`src/rtl/mf_pkg.sv`:
```
package mf_pkg;
  localparam int unsigned MF_LINE_W = 16;
  localparam int unsigned MF_P_W    = 9;
  localparam int unsigned MF_SET_W  = 4;
  localparam int unsigned MF_WAYS   = 2;

  typedef enum logic [1:0] {
    OP_LOOK  = 2'd0,
    OP_FILL  = 2'd1,
    OP_EVICT = 2'd2
  } mf_op_e;
endpackage

```
`src/rtl/mf_bit_array.sv`:
```
module mf_bit_array #(
  parameter int unsigned P_W = 9,
  localparam int unsigned NBITS = 1 << P_W
) (
  input  logic           clk_i,
  input  logic           rst_ni,
  input  logic           set_i,
  input  logic [P_W-1:0] set_idx_i,
  input  logic           clr_i,
  input  logic [P_W-1:0] clr_idx_i,
  input  logic [P_W-1:0] rd_idx_i,
  output logic           rd_o
);
  logic [NBITS-1:0] bits_q;

  // later assignment wins: set has priority over clear
  always_ff @(posedge clk_i or negedge rst_ni) begin
    if (!rst_ni) bits_q <= '0;
    else begin
      if (clr_i) bits_q[clr_idx_i] <= 1'b0;
      if (set_i) bits_q[set_idx_i] <= 1'b1;
    end
  end

  assign rd_o = bits_q[rd_idx_i];

  AST_FILL_SETS: assert property (@(posedge clk_i) disable iff (!rst_ni)
    set_i |=> bits_q[$past(set_idx_i)]);
  AST_CLEAR_TAKES: assert property (@(posedge clk_i) disable iff (!rst_ni)
    clr_i && !(set_i && set_idx_i == clr_idx_i) |=> !bits_q[$past(clr_idx_i)]);
  AST_SET_WINS: assert property (@(posedge clk_i) disable iff (!rst_ni)
    set_i && clr_i && set_idx_i == clr_idx_i |=> bits_q[$past(clr_idx_i)]);
endmodule

```
`src/rtl/mf_shadow.sv`:
```
module mf_shadow #(
  parameter int unsigned P_W   = 9,
  parameter int unsigned SET_W = 4,
  parameter int unsigned WAYS  = 2,
  localparam int unsigned WAY_W  = (WAYS > 1) ? $clog2(WAYS) : 1,
  localparam int unsigned NSLOT  = (1 << SET_W) * WAYS,
  localparam int unsigned SLOT_W = (NSLOT > 1) ? $clog2(NSLOT) : 1
) (
  input  logic             clk_i,
  input  logic             rst_ni,
  input  logic             fill_i,
  input  logic [SET_W-1:0] fill_set_i,
  input  logic [WAY_W-1:0] fill_way_i,
  input  logic [P_W-1:0]   fill_part_i,
  input  logic             evict_i,
  input  logic [SET_W-1:0] evict_set_i,
  input  logic [WAY_W-1:0] evict_way_i,
  output logic [P_W-1:0]   victim_part_o,
  output logic             victim_vld_o,
  input  logic [P_W-1:0]   cmp_part_i,
  output logic             match_o
);
  logic [P_W-1:0]   part_q [NSLOT];
  logic [NSLOT-1:0] vld_q;
  logic [NSLOT-1:0] hit;
  logic [SLOT_W-1:0] fill_slot, ev_slot;

  assign fill_slot = SLOT_W'(fill_set_i) * SLOT_W'(WAYS) + SLOT_W'(fill_way_i);
  assign ev_slot   = SLOT_W'(evict_set_i) * SLOT_W'(WAYS) + SLOT_W'(evict_way_i);

  for (genvar s = 0; s < NSLOT; s++) begin : g_slot
    logic fill_here, evict_here;
    assign fill_here  = fill_i  && (fill_slot == SLOT_W'(s));
    assign evict_here = evict_i && (ev_slot   == SLOT_W'(s));

    // a fill into the slot being evicted keeps the new line
    always_ff @(posedge clk_i or negedge rst_ni) begin
      if (!rst_ni) begin
        vld_q[s]  <= 1'b0;
        part_q[s] <= '0;
      end else if (fill_here) begin
        vld_q[s]  <= 1'b1;
        part_q[s] <= fill_part_i;
      end else if (evict_here) begin
        vld_q[s]  <= 1'b0;
      end
    end

    assign hit[s] = vld_q[s] && (part_q[s] == cmp_part_i);

    AST_EVICT_INVALIDATES: assert property (@(posedge clk_i) disable iff (!rst_ni)
      evict_here && !fill_here |=> !vld_q[s]);
    AST_FILL_RECORDS: assert property (@(posedge clk_i) disable iff (!rst_ni)
      fill_here |=> vld_q[s] && part_q[s] == $past(fill_part_i));
  end

  assign victim_part_o = part_q[ev_slot];
  assign victim_vld_o  = vld_q[ev_slot];
  assign match_o       = |hit;
endmodule

```
`src/rtl/miss_filter.sv`:
```
module miss_filter #(
  parameter int unsigned LINE_W = mf_pkg::MF_LINE_W,
  parameter int unsigned P_W    = mf_pkg::MF_P_W,
  parameter int unsigned SET_W  = mf_pkg::MF_SET_W,
  parameter int unsigned WAYS   = mf_pkg::MF_WAYS,
  localparam int unsigned WAY_W = (WAYS > 1) ? $clog2(WAYS) : 1
) (
  input  logic              clk_i,
  input  logic              rst_ni,
  input  logic [LINE_W-1:0] lk_addr_i,
  output logic              lk_may_hit_o,
  input  logic              fill_i,
  input  logic [LINE_W-1:0] fill_addr_i,
  input  logic [WAY_W-1:0]  fill_way_i,
  input  logic              evict_i,
  input  logic [SET_W-1:0]  evict_set_i,
  input  logic [WAY_W-1:0]  evict_way_i
);
  logic [P_W-1:0] fill_part, vic_part, vic_q;
  logic           vic_vld, pend_q, match, clr;

  assign fill_part = fill_addr_i[P_W-1:0];

  mf_shadow #(.P_W(P_W), .SET_W(SET_W), .WAYS(WAYS)) u_shadow (
    .clk_i        (clk_i),
    .rst_ni       (rst_ni),
    .fill_i       (fill_i),
    .fill_set_i   (fill_addr_i[SET_W-1:0]),
    .fill_way_i   (fill_way_i),
    .fill_part_i  (fill_part),
    .evict_i      (evict_i),
    .evict_set_i  (evict_set_i),
    .evict_way_i  (evict_way_i),
    .victim_part_o(vic_part),
    .victim_vld_o (vic_vld),
    .cmp_part_i   (vic_q),
    .match_o      (match)
  );

  // stage 1: latch victim; stage 2: search remaining residents, clear if alone
  always_ff @(posedge clk_i or negedge rst_ni) begin
    if (!rst_ni) begin
      pend_q <= 1'b0;
      vic_q  <= '0;
    end else begin
      pend_q <= evict_i && vic_vld;
      vic_q  <= vic_part;
    end
  end

  assign clr = pend_q && !match;

  mf_bit_array #(.P_W(P_W)) u_bits (
    .clk_i    (clk_i),
    .rst_ni   (rst_ni),
    .set_i    (fill_i),
    .set_idx_i(fill_part),
    .clr_i    (clr),
    .clr_idx_i(vic_q),
    .rd_idx_i (lk_addr_i[P_W-1:0]),
    .rd_o     (lk_may_hit_o)
  );

  AST_FILL_VISIBLE: assert property (@(posedge clk_i) disable iff (!rst_ni)
    $past(fill_i) && lk_addr_i[P_W-1:0] == $past(fill_part) |-> lk_may_hit_o);
  AST_PENDING_SEES_SET: assert property (@(posedge clk_i) disable iff (!rst_ni)
    pend_q && lk_addr_i[P_W-1:0] == vic_q |-> lk_may_hit_o);
  AST_COLLISION_KEEPS: assert property (@(posedge clk_i) disable iff (!rst_ni)
    pend_q && match && lk_addr_i[P_W-1:0] == vic_q |=> $past(lk_may_hit_o));
endmodule

```
`config.mk`:
```
export PLATFORM = sky130hd
export DESIGN_NAME = miss_filter
export DESIGN_NICKNAME = d
export VERILOG_FILES = /design/src/rtl/mf_pkg.sv /design/src/rtl/mf_bit_array.sv /design/src/rtl/mf_shadow.sv /design/src/rtl/miss_filter.sv
export SDC_FILE = /design/constraint.sdc
export NUM_CORES = 2
export LEC_CHECK = 0
export ABC_AREA = 0
export BUFFER_PORTS_ARGS = -buffer_cell sky130_fd_sc_hd__buf_2
export CORE_AREA = 2 2 287 289
export DETAILED_ROUTE_END_ITERATION = 10
export DIE_AREA = 0 0 289 291
export GPL_ROUTABILITY_DRIVEN = 0
export PLACE_DENSITY = 0.74
export SYNTH_ARGS = -nofsm -noshare
export SYNTH_HDL_FRONTEND = slang
export SYNTH_SLANG_ARGS = --single-unit
```
`constraint.sdc`:
```
create_clock -name clk_i -period 2.77 [get_ports clk_i]
set_clock_uncertainty 0.05 [all_clocks]
set_input_delay 0 -clock clk_i [delete_from_list [all_inputs] [get_ports clk_i]]
set_output_delay 0 -clock clk_i [all_outputs]
set_load 0.05 [all_outputs]
```
==> impl_metrics.ini <==
[run_status]
status = complete, but fails checks
violations = setup timing

[grt]
grt-ovfl-total = 0
grt_pass1_vias = 40030
grt_max_degree = 134
grt_pass1_wl_um = 254800
grt_use_total_pct = 40.18
antenna_found_initial = 8

[timing]
final-max-slew-violation-count = 0
slew_headroom_pct = 13.34
finalCritPeriodShare_pct = 120.6
finalSetupViolations = 513
fin_setup_tns_ps = -217590
rsz0062_at_grt = true
holdWs_ps = 51.67
clock.fmax_mhz = 299.2
period_needed_ps = 3342
max_slew.worst_pin.slew_ps = 1295
layout_setup_ws_ps = -572.0
finalHoldViolCount = 0

[final_layout]
fin_nets = 4074
drive_gt1_share_pct = 30.45
syn2layout_area_growth_pct = 25.50
fin_util_pct = 68.53

[synthesis]
synth.avg_cell_area_um2 = 11.74
ys.warnings.count = 0
synthDistinctLibCells = 51
ys_ff_latch = 842
synth_ff_type = dfrtp_1
syn_inst = 3777
ys_seq_area_share_pct = 47.52
synth_edf_count = 0
synth_nets = 3819
async_flop_share_pct = 100.0
syn_area_um2 = 44340

[pwr]
power_density_nw_per_um2 = 792.3
leakagePower_nw = 23.94
irDropWorstVdd_v = 0.0005066

[worst_setup_path]
worst-setup-path-type = flop to flop
cp_data_arrival_time_ps = 3910
crit_fanout = 7
cp_data_required_time_ps = 3340
critPathCaptureType = flop
setup.worst_path.start_class = flop

[clocking]
cts.sink_count = 842
cts_max_path_buffers = 3
clock_latency_ps = 690
cts-root-buf = clkbuf_16
htree_levels = 3
numCtsBuffers = 89
path_clk_slew_ps = 60
cts_tree = done

[die]
io_pins = 43
start_util_pct = 54.61
fp.dieH_um = 291
die_w_um = 289
dieArea_um2 = 84100
fp-row-count = 105
coreArea_um2 = 81190

[run]
cap_viol_max_count = 0

[placed_design]
pre_cts_slack_ps = -344.4
portBuffers = 28
dpl.hpwl_um = 93530

[routing]
antenna_left = 0
routedWlPerCell_um = 33.01
drtIter0Drc = 6522
wl_um = 171000
num_vias = 39640
drc = 0
detail_route.vias_per_cell = 7.651
first_pass_iters = 10

[min_path]
hold_path.class = input pin to flop
area by class of cell:
type	count	area (µm²)
fill	5250	25550
clock buffer	125	2584
multi-input combinational	2492	21980
inverter	5	18.77
antenna	6	15.01
tap	1070	1339
timing repair buffer	602	8103
sequential	842	21080
clock inverter	39	523.0
synth_stat cells, types with 34 or more instances:
cell type | instances | area, µm²
nor2b_1 | 37 | 231.5
mux4_2 | 172 | 3874
a22o_1 | 320 | 2803
o221ai_1 | 57 | 499.2
nand2b_1 | 42 | 262.8
mux2_2 | 169 | 1903
buf_2 | 119 | 595.6
nor2_1 | 104 | 390.4
nor4_1 | 67 | 419.2
dfrtp_1 | 842 | 21070
or2_2 | 47 | 294.0
o2bb2ai_1 | 192 | 1682
mux2i_1 | 117 | 1171
and2_1 | 46 | 287.8
a21oi_1 | 34 | 170.2
xnor2_1 | 48 | 420.4
xor2_1 | 240 | 2102
buf_4 | 45 | 337.8
nand2_1 | 88 | 330.3
o21ai_0 | 51 | 255.2
nand4_1 | 550 | 3441
clkbuf_1 | 251 | 942.2
placed cells by master, fill, tap and decap left out, types with 13 or more instances in the layout:
cell type  count
nand2b_1      41
clkbuf_1      15
nor2_1        83
a22o_1       320
clkinv_2      19
o221ai_1      57
nand2_1       87
nand4_1      550
nor3_2        13
a21oi_1       34
nor4_1        51
mux4_2       172
nor2b_1       37
o2bb2ai_2     25
o2bb2ai_1    167
nand3_1       13
mux2_2       169
and2_1        46
buf_12       120
xor2_2        16
mux2i_1      117
o22ai_1       27
xor2_1       220
buf_16        73
dfrtp_1      833
nor4_2        14
buf_8         25
o21ai_0       51
xnor2_1       46
clkbuf_8      20
clkbuf_16     97
or2_2         47
buf_2         22
buf_4        294
buf_6         44
per-layer routing:
metal,routed length [µm],vias to the layer above,track usage [%]
met1,59320,19480,52.86
met4,13170,2,24.15
met2,72240,3848,56.56
met3,26260,1072,14.87
li1,-,15240,-
met5,16,-,0.1163
stage by stage:
| stage | total power [mW] | area [µm²] | instances |
|---|---|---|---|
| after floorplan | 20.55 | 44340 | 3777 |
| after global placement | 24.62 | 47730 | 4803 |
| after detailed placement | 24.83 | 47730 | 4803 |
| after CTS | 43.06 | 55290 | 5166 |
| after global routing | 44.99 | 55640 | 5178 |
| final | 44.09 | 55640 | 5181 |
power breakdown:
| part | internal (mW) | switching, mW |
|---|---|---|
| clock network | 7.40 | 5.48 |
| logic | 8.47 | 8.06 |
| registers | 13.5 | 1.19 |
| total | 29.4 | 14.7 |
repair_timing:
item	4_1_cts	5_1_grt
hold endpoints to repair	917	0
gates cloned	86	7
resized for setup	215	85
buffers inserted	103	24
setup endpoints to repair	513	513
pin swaps	187	147
hold buffers	11	0
sequential cells by signal, summed over array words and instances, names as in the netlist:
register	cells
pend_q	1
u_shadow.vld_q	32
u_shadow.part_q	288
vic_q	9
u_bits.bits_q	512
worst max-delay path, cell delays in order, from the launching register on:
cell	delay, ps
dfrtp_2	430
buf_6	130
buf_6	110
buf_12	140
xor2_4	150
nor4_4	300
nand4_1	400
nand4_1	280
buf_6	150
nor4_4	50
buf_6	140
buf_12	130
buf_12	140
buf_8	130
buf_16	140
buf_6	130
nand4_1	120
a22o_1	150
cell families (layout without fill, tap and decap cells):
| family | after synthesis | in the layout | share of synthesized area, % |
|---|---|---|---|
| AO/OA/AOI/OAI | 700 | 700 | 12.95 |
| XOR/XNOR | 288 | 288 | 5.689 |
| buffers and inverters | 443 | 771 | 4.518 |
| flip-flops | 842 | 842 | 47.52 |
| multiplexers | 458 | 458 | 15.67 |
| other | 0 | 6 | 0 |
| AND/OR/NAND/NOR | 1046 | 1046 | 13.65 |
worst paths after layout:
check	start	endpoint	slack, ps	cells past startpoint
max	vic_q[6]	u_bits.bits_q[412]	-570	17
min	fill_addr_i[3]	u_bits.bits_q[18]	50	6
max reg2reg	vic_q[6]	u_bits.bits_q[412]	-570	17
min reg2reg	u_bits.bits_q[3]	u_bits.bits_q[3]	430	1
max in group asynchronous	rst_ni	u_bits.bits_q[147]	1840	3
min in group asynchronous	rst_ni	u_bits.bits_q[240]	60	3
Note: power is estimated with default switching activity, not from simulation.
